$ cat src/rtl/dma_regs_pkg.sv
package dma_regs_pkg;
  localparam int IDX_W  = 4;
  localparam int BYTE_W = 8;
  localparam int WORD_W = 16;

  typedef enum logic {
    REG_ADDR  = 1'b0,
    REG_COUNT = 1'b1
  } reg_sel_e;
endpackage

$ cat src/rtl/dma_port_decode.sv
module dma_port_decode
  import dma_regs_pkg::*;
#(
  parameter int NUM_CH     = 4,
  parameter int ADDR_W     = 5,
  parameter int WORD_SHIFT = 0
) (
  input  logic [ADDR_W-1:0] addr_i,
  input  logic              acc_i,
  input  logic              wr_i,
  output logic [2:0]        ch_o,
  output reg_sel_e          reg_o,
  output logic              hit_o,
  output logic [NUM_CH-1:0] wr_sel_o
);
  logic [IDX_W-1:0] idx;

  assign idx   = addr_i[WORD_SHIFT +: IDX_W];
  assign ch_o  = idx[3:1];
  assign reg_o = reg_sel_e'(idx[0]);
  assign hit_o = (32'(ch_o) < NUM_CH);

  for (genvar i = 0; i < NUM_CH; i++) begin : g_sel
    assign wr_sel_o[i] = acc_i & wr_i & (ch_o == 3'(i));
  end
endmodule

$ cat src/rtl/dma_byte_ptr.sv
module dma_byte_ptr (
  input  logic clk_i,
  input  logic rst_ni,
  input  logic acc_i,
  input  logic clr_i,
  output logic ptr_o
);
  always_ff @(posedge clk_i or negedge rst_ni) begin
    if (!rst_ni)     ptr_o <= 1'b0;
    else if (clr_i)  ptr_o <= 1'b0;
    else if (acc_i)  ptr_o <= ~ptr_o;
  end

  a_r2_toggle: assert property (@(posedge clk_i) disable iff (!rst_ni)
    acc_i && !clr_i |=> ptr_o != $past(ptr_o));
  a_r2_hold: assert property (@(posedge clk_i) disable iff (!rst_ni)
    !acc_i && !clr_i |=> $stable(ptr_o));
  a_r7_clear: assert property (@(posedge clk_i) disable iff (!rst_ni)
    clr_i |=> !ptr_o);
endmodule

$ cat src/rtl/dma_chan_slot.sv
module dma_chan_slot
  import dma_regs_pkg::*;
#(
  parameter int WORD_SHIFT = 0
) (
  input  logic                         clk_i,
  input  logic                         rst_ni,
  input  logic                         wr_en_i,
  input  reg_sel_e                     reg_i,
  input  logic                         hi_i,
  input  logic [BYTE_W-1:0]            wdata_i,
  input  logic                         inc_i,
  input  logic                         dir_down_i,
  output logic [WORD_W+WORD_SHIFT-1:0] addr_val_o,
  output logic [WORD_W+WORD_SHIFT-1:0] cnt_val_o,
  output logic                         tc_o
);
  localparam int CA_W  = WORD_W + WORD_SHIFT;
  localparam int PW    = WORD_W + 1 + WORD_SHIFT;
  localparam int VAL_W = WORD_W + WORD_SHIFT;

  logic [WORD_W-1:0] base_addr_q, base_cnt_q, base_addr_d, base_cnt_d;
  logic [CA_W-1:0]   cur_addr_q;
  logic [PW-1:0]     prog_q, prog_d, limit, prog_bump;
  logic              reload;

  assign reload = wr_en_i & hi_i;

  always_comb begin
    base_addr_d = base_addr_q;
    base_cnt_d  = base_cnt_q;
    if (wr_en_i) begin
      if (reg_i == REG_ADDR) begin
        if (hi_i) base_addr_d[15:8] = wdata_i;
        else      base_addr_d[7:0]  = wdata_i;
      end else begin
        if (hi_i) base_cnt_d[15:8] = wdata_i;
        else      base_cnt_d[7:0]  = wdata_i;
      end
    end
  end

  assign limit     = PW'({1'b0, base_cnt_q} + 17'd1) << WORD_SHIFT;
  assign prog_bump = prog_q + PW'(1 << WORD_SHIFT);

  always_comb begin
    if (reload)      prog_d = '0;
    else if (inc_i)  prog_d = (prog_bump >= limit) ? limit : prog_bump;
    else             prog_d = prog_q;
  end

  always_ff @(posedge clk_i or negedge rst_ni) begin
    if (!rst_ni) begin
      base_addr_q <= '0;
      base_cnt_q  <= '0;
      cur_addr_q  <= '0;
      prog_q      <= '0;
    end else begin
      base_addr_q <= base_addr_d;
      base_cnt_q  <= base_cnt_d;
      prog_q      <= prog_d;
      if (reload) cur_addr_q <= CA_W'(base_addr_d) << WORD_SHIFT;
    end
  end

  assign addr_val_o = dir_down_i ? (VAL_W'(cur_addr_q) - VAL_W'(prog_q))
                                 : (VAL_W'(cur_addr_q) + VAL_W'(prog_q));
  assign cnt_val_o  = (VAL_W'(base_cnt_q) << WORD_SHIFT) - VAL_W'(prog_q);
  assign tc_o       = (prog_q == limit);

  a_r4_reload: assert property (@(posedge clk_i) disable iff (!rst_ni)
    reload |=> (prog_q == '0) && (cur_addr_q == (CA_W'(base_addr_q) << WORD_SHIFT)));
  a_r3_low_keeps_addr: assert property (@(posedge clk_i) disable iff (!rst_ni)
    wr_en_i && !hi_i |=> $stable(cur_addr_q));
  a_r10_reload_wins: assert property (@(posedge clk_i) disable iff (!rst_ni)
    reload && inc_i |=> prog_q == '0);
  a_r8_hold_at_limit: assert property (@(posedge clk_i) disable iff (!rst_ni)
    tc_o && inc_i && !wr_en_i |=> $stable(prog_q) && tc_o);
endmodule

$ cat src/rtl/dma_chan_regs.sv
module dma_chan_regs
  import dma_regs_pkg::*;
#(
  parameter int NUM_CH     = 4,
  parameter int ADDR_W     = 5,
  parameter int WORD_SHIFT = 0
) (
  input  logic              clk_i,
  input  logic              rst_ni,
  input  logic              acc_i,
  input  logic              wr_i,
  input  logic [ADDR_W-1:0] addr_i,
  input  logic [7:0]        wdata_i,
  input  logic              ff_clr_i,
  input  logic [NUM_CH-1:0] dir_down_i,
  input  logic [NUM_CH-1:0] inc_i,
  output logic [7:0]        rdata_o,
  output logic              ptr_o,
  output logic [NUM_CH-1:0] tc_o
);
  localparam int VAL_W = WORD_W + WORD_SHIFT;

  logic [2:0]        ch;
  reg_sel_e          reg_sel;
  logic              hit;
  logic [NUM_CH-1:0] wr_sel;
  logic [VAL_W-1:0]  addr_val [NUM_CH];
  logic [VAL_W-1:0]  cnt_val  [NUM_CH];
  logic [VAL_W-1:0]  sel_val;

  dma_port_decode #(
    .NUM_CH(NUM_CH), .ADDR_W(ADDR_W), .WORD_SHIFT(WORD_SHIFT)
  ) u_decode (
    .addr_i(addr_i), .acc_i(acc_i), .wr_i(wr_i),
    .ch_o(ch), .reg_o(reg_sel), .hit_o(hit), .wr_sel_o(wr_sel)
  );

  dma_byte_ptr u_ptr (
    .clk_i(clk_i), .rst_ni(rst_ni), .acc_i(acc_i), .clr_i(ff_clr_i), .ptr_o(ptr_o)
  );

  for (genvar i = 0; i < NUM_CH; i++) begin : g_ch
    dma_chan_slot #(.WORD_SHIFT(WORD_SHIFT)) u_slot (
      .clk_i(clk_i), .rst_ni(rst_ni),
      .wr_en_i(wr_sel[i]), .reg_i(reg_sel), .hi_i(ptr_o), .wdata_i(wdata_i),
      .inc_i(inc_i[i]), .dir_down_i(dir_down_i[i]),
      .addr_val_o(addr_val[i]), .cnt_val_o(cnt_val[i]), .tc_o(tc_o[i])
    );
  end

  always_comb begin
    sel_val = '0;
    for (int i = 0; i < NUM_CH; i++) begin
      if (ch == 3'(i)) sel_val = (reg_sel == REG_COUNT) ? cnt_val[i] : addr_val[i];
    end
  end

  always_comb begin
    if (!hit)       rdata_o = '0;
    else if (ptr_o) rdata_o = sel_val[WORD_SHIFT+8 +: 8];
    else            rdata_o = sel_val[WORD_SHIFT +: 8];
  end

  a_r1_no_write_out_of_range: assert property (@(posedge clk_i) disable iff (!rst_ni)
    acc_i && wr_i && !hit |=> $stable(tc_o));
endmodule

$ cat config.mk
export PLATFORM = sky130hd
export DESIGN_NAME = dma_chan_regs
export DESIGN_NICKNAME = d
export VERILOG_FILES = /design/src/rtl/dma_regs_pkg.sv /design/src/rtl/dma_port_decode.sv /design/src/rtl/dma_byte_ptr.sv /design/src/rtl/dma_chan_slot.sv /design/src/rtl/dma_chan_regs.sv
export SDC_FILE = /design/constraint.sdc
export NUM_CORES = 1
export LEC_CHECK = 0
export BUFFER_PORTS_ARGS = -buffer_cell sky130_fd_sc_hd__buf_2
export CORE_ASPECT_RATIO = 1.25
export CORE_MARGIN = 10
export CORE_UTILIZATION = 30
export DETAILED_ROUTE_END_ITERATION = 8
export PLACE_DENSITY_LB_ADDON = 0.1
export SYNTH_ARGS = -nofsm -noshare
export SYNTH_HDL_FRONTEND = slang
export SYNTH_SLANG_ARGS = --single-unit
$ cat constraint.sdc
create_clock -name clk_i -period 6.8 [get_ports clk_i]
set_input_delay 1.02 -clock clk_i [delete_from_list [all_inputs] [get_ports clk_i]]
set_output_delay 1.02 -clock clk_i [all_outputs]
set_load 0.02 [all_outputs]
**Word level (Yosys, flattened, before mapping)**

Index checks and enable logic that the tools add are counted.

- Bits in registers: 261
- Logic and storage cells: 121
- Output and inout bits: 13

- Equal/unequal tests: 7
- Add/sub/neg operators: 20
- Mux-type cells: 44
- Bitwise logic cells: 10
- Magnitude comparators: 5
- Reduce and logical (&&, ||, !) cells: 14

Operators with widths:

| kind | count |
|---|---|
| two-way mux 16 bit | 20 |
| two-way mux 17 bit | 12 |
| subtractor 16 bit | 8 |
| two-way mux 8 bit | 10 |
| adder 16 x 1 -> 17 bit (second input constant) | 4 |
| adder 17 x 1 -> 17 bit (second input constant) | 4 |
| equality test 17 bit | 4 |
| >= comparator 17 bit | 4 |
| adder 16 bit | 4 |
| AND reduction 3 bit | 8 |
| nonzero test 2 bit | 5 |
| AND 1 bit | 9 |
| equality test 3 x 2 -> 1 bit (second input constant) | 2 |
| equality test 3 x 1 -> 1 bit (second input constant) | 1 |
| logical NOT 3 bit | 1 |
| < comparator 3 bit (second input constant) | 1 |
| two-way mux 1 bit | 2 |
| inverter 1 bit | 1 |

**Depth between registers and ports, before layout**

- Depth in word-level cells: 9
- Depth in mapped cells: 21

**By module**

From an unflattened synthesis, not the netlist that was laid out.

- Cell total of the unflattened synthesis: 2844
- Area, all modules: 24837.6 um^2

By module, submodules not included:

| module | seq. area each (um^2) | area an instance (um^2) | cells each | times used |
|---|---|---|---|---|
| dma_chan_slot at g_ch[1].u_slot ... | 1626.6 | 5975.7 | 689 | 2 |
| dma_chan_slot at g_ch[0].u_slot | 1626.6 | 5840.6 | 675 | 1 |
| dma_chan_slot at g_ch[3].u_slot | 1626.6 | 5607.9 | 616 | 1 |
| dma_chan_regs | 0.0 | 1307.5 | 160 | 1 |
| dma_port_decode | 0.0 | 92.6 | 12 | 1 |
| dma_byte_ptr | 25.0 | 37.5 | 3 | 1 |

**Worst setup path after synthesis**

No wires, ideal clock.

- Path kind: input to output
- Start point: in dir_down_i[0]
- End point: out rdata_o[5]
- Path buffers: 1
- Cell stages on the path: 13
- Arrival time: 3692 ps
- Setup slack: 2088 ps
- Data required time: 5780 ps
- Cell sequence: clkbuf_1 nor2_1 xnor2_1 ha_1 inv_1 or3_1 a211o_1 a31oi_1 xnor2_1 nor3_1 a311o_1 nor4_2 a311oi_1

- Longest elaborated chain between the ends: 8

RTL lines:

| element | RTL line | RTL |
|---|---|---|
| from (decl) | dma_chan_regs.sv:15 | `input logic [NUM_CH-1:0] dir_down_i,` |
| two-way mux 16 bit | dma_chan_slot.sv:66 | `assign addr_val_o = dir_down_i ? (VAL_W'(cur_addr_q) - VAL_W'(prog_q))` |
| two-way mux 16 bit (5 in series) | dma_chan_regs.sv:54 | `if (ch == 3'(i)) sel_val = (reg_sel == REG_COUNT) ? cnt_val[i] : addr_val[i];` |
| two-way mux 8 bit | dma_chan_regs.sv:60 | `else if (ptr_o) rdata_o = sel_val[WORD_SHIFT+8 +: 8];` |
| two-way mux 8 bit | dma_chan_regs.sv:59 | `if (!hit) rdata_o = '0;` |
| to (decl) | dma_chan_regs.sv:17 | `output logic [7:0] rdata_o,` |

Every way passes these cells.

**Worst setup path in the final report**

- Start point: reg g_ch[0].u_slot.prog_q[1]
- End point: out rdata_o[7]

- Longest elaborated chain between the ends: 9

RTL lines:

| element | RTL line | RTL |
|---|---|---|
| from (decl) | dma_chan_slot.sv:24 | `logic [PW-1:0] prog_q, prog_d, limit, prog_bump;` |
| from (signal assigned) | dma_chan_slot.sv:61 | `prog_q <= prog_d;` |
| adder 16 bit / subtractor 16 bit (equally long branches) | dma_chan_slot.sv:67, dma_chan_slot.sv:66 |  |
| two-way mux 16 bit | dma_chan_slot.sv:66 |  |
| two-way mux 16 bit * (5 in series) | dma_chan_regs.sv:54 |  |
| two-way mux 8 bit * | dma_chan_regs.sv:60 |  |
| two-way mux 8 bit * | dma_chan_regs.sv:59 |  |

Mark *: on every way between the ends. The rest lies on a longest branch, timed or not.

==> metrics.yaml <==
clock_network:
  clk_pin_slew_ns: 0.06
  holdBufCountCts: 0
  cts-root-buf: "clkbuf_16"
  numCtsBuffers: 36
  clk_latency_ns: 0.57
  clock_path_buffers: 3
  cts_max_level: 2
  post_cts_buffers: 0
  cts_tree: "done"
  post_cts_resized: 0
  cts_sinks: 261
logic_synthesis:
  syn_avg_cell_area_um2: 8.66
  synthFlopType: "dfrtp_1"
  synth_xor_area_share_pct: 12.2
  syn_nets: 2969
  synthTopCellsByArea: "dfrtp_1, ha_1, xnor2_1, mux2_2, nand2_1"
  synth-edff-count: 0
  syn_area_um2: 23700
  netlist_instances: 2739
  yosysMostFrequentCell: "nand2_1"
  yosys-mux-area-fraction_pct: 9.19
  async_reset_ff_share_pct: 100
  yosysSeqAreaShare_pct: 27.5
  synth_top_area_share_pct: 27.5
  yosysTopAreaCell: "dfrtp_1"
  synth_cell_types: 98
  yosys_register_bits: 261
  synth_compound_gate_area_share_pct: 15.9
  yosys.area_share.simple_pct: 19.6
  synthTopCellsByCount: "nand2_1, dfrtp_1, xnor2_1, ha_1, nor2_1"
  ys_warn_count: 0
  synth_top_family_by_area: "simple AND/OR/NAND/NOR gates"
  synthAdderAreaFrac_pct: 11.0
place:
  placed_area_um2: 24800
  gp_congestion: 0.869
  dp_hpwl_um: 61500
  portBuffers: 37
global_route:
  antenna_found_initial: 7
  grt_pass1_vias: 20100
  overflow: 0
  grt_use_total_pct: 17.7
  grt_max_degree: 127
  grt_pass1_wl_um: 125000
sta:
  worst_slew_pin_slew_ns: 1.24
  slew_headroom_pct: 17.1
  min_period_over_period_pct: 92.4
  setup_violations: 0
  hold_viol: 0
  worst_hold_slack_ns: 0.390
  rsz0062_at_grt: "no"
  worst_clock_skew_ns: 0.0232
  post-route-min-period_ns: 6.28
  timing.final.max_slew_violations: 0
  timing.fmax_mhz: 159
  fin_setup_tns_ns: 0
floorplan:
  start_util_pct: 30.2
  fp-row-count: 115
  fp.dieW_um: 272
  pin_count: 39
  die_h_um: 334
  core_um2: 78600
  design.die.area_um2: 90800
route:
  vias_per_cell: 5.35
  drtPass1Iterations: 5
  drc: 0
  wirelength_um: 82200
  routedWlPerCell_um: 21.8
  vias: 20200
  postRouteAntennaNets: 0
  drt-initial-drc-count: 1282
finish:
  finalNetCount: 2927
  drive_gt1_share_pct: 12.3
  final_area_um2: 26000
  area_delta_synth_final_pct: 9.69
setup_path:
  endpoint_kind: "output pin"
  r2r_start: "g_ch[2].u_slot.prog_q[0]"
  reg2reg_slack_ns: 1.73
  r2r_cells: 17
  critical_path_class: "reg2out"
  crit_path_start_kind: "flop"
  crit_fanout: 7
  worstPathRequired_ns: 5.78
  arrival_ns: 5.26
  r2r_end: "g_ch[2].u_slot.prog_q[1]"
run:
  maxCapViolCount: 0
power:
  peakVddDrop_v: 0.000334
  powerDensity_nw_per_um2: 425
  p_leak_nw: 11.4
min_path:
  min_path_type: "in2async"
status:
  outcome: "complete, no violations"
-- worst max-delay path: stages, from the launching register on --
cell and delay (ns):
dfrtp_1 0.46, inv_1 0.16, ha_1 0.22, nand4_1 0.19, nor3b_1 0.49, nor2_1 0.10, xnor2_1 0.18, ha_1 0.39
nand2_1 0.08, or3_1 0.32, a211o_1 0.30, a311o_1 0.32, a21oi_1 0.13, nor3b_1 0.06, a211oi_1 0.43, o31ai_1 0.19
a31oi_1 0.44, buf_2 0.26
-- routing by layer --
| layer | vias up | track usage [%] | part of all wire (%) |
|---|---|---|---|
| li1 | 9741 | - | - |
| met1 | 9973 | 22.2 | 44 |
| met2 | 379 | 30.3 | 49 |
| met3 | 116 | 2.09 | 3.2 |
| met4 | 2 | 7.21 | 3.8 |
| met5 | - | 0 | 0.0097 |
-- flip-flops by register name, indices dropped and copies added, names as in the netlist --
register / flops
g_ch.u_slot.cur_addr_q: 64
u_ptr.ptr_o: 1
g_ch.u_slot.prog_q: 68
g_ch.u_slot.base_addr_q: 64
g_ch.u_slot.base_cnt_q: 64
-- worst max path at each step --
stage | from | end | slack, ns | depth (start not counted)
floorplan | dir_down_i[0] | rdata_o[5] | 2.09 | 13
global placement | dir_down_i[2] | rdata_o[2] | 0.94 | 13
detailed placement | dir_down_i[2] | rdata_o[2] | 0.92 | 13
CTS | g_ch[0].u_slot.prog_q[1] | rdata_o[7] | 0.54 | 17
global route | g_ch[1].u_slot.prog_q[1] | rdata_o[6] | 0.24 | 17
finish | g_ch[0].u_slot.prog_q[1] | rdata_o[7] | 0.52 | 17
-- cells in the final DEF, fill, tap and decap left out, types with 9 or more instances in the layout --
cell	n
a41oi_1	13
nand3_1	120
clkbuf_16	37
a31oi_1	40
and4_1	11
buf_2	36
nor2_1	170
a22oi_1	9
clkinv_1	10
o31ai_1	9
a21oi_1	132
o21a_1	24
o21ai_0	121
nor2b_1	25
or3_1	29
a21o_1	39
a32oi_1	14
nand2b_1	26
xor2_1	92
dfrtp_1	261
nor4_1	23
inv_1	115
nand2_1	313
and3_1	37
nand4_1	43
a211oi_1	30
ha_1	196
o211ai_1	25
mux2_2	144
nor3_1	67
mux2i_1	49
xnor2_1	227
buf_4	14
-- per-stage QoR --
stage          power (mW)  std cells  util (%)  setup slack, ns
2_1_floorplan        7.15       2739         -             2.09
3_5_place_dp         8.96       3712      31.5            0.922
5_1_grt              11.9       3778      33.1            0.244
3_3_place_gp         8.91       3712      31.5            0.937
4_1_cts              11.2       3776      33.1            0.538
6_report             11.1       3778      33.1            0.516
-- final cells by class --
cell class | instances | area [um2]
Tap cell | 1053 | 1320
Clock inverter | 21 | 289
Fill cell | 8363 | 52500
Antenna cell | 2 | 5.00
Timing Repair Buffer | 52 | 320
Sequential cell | 261 | 6530
Clock buffer | 43 | 978
Multi-Input combinational cell | 2220 | 16100
Inverter | 126 | 473
-- logic make-up (layout without fill, tap and decap cells) --
logic type               count (synthesis)  count (layout)
AND/OR/NAND/NOR                        938             938
AO/OA/AOI/OAI                          558             558
XOR/XNOR                               324             324
flip-flops                             261             261
buffers and inverters                  258             242
adder cells (fa/ha/maj)                204             204
multiplexers                           196             196
other                                    0               2
-- power breakdown --
| group | total (mW) | internal [mW] | switching (mW) |
|---|---|---|---|
| sequential | 2.42 | 1.86 | 0.563 |
| clock | 2.09 | 1.26 | 0.830 |
| combinational | 6.56 | 2.66 | 3.89 |
Note: power is estimated with default switching activity, not from simulation.
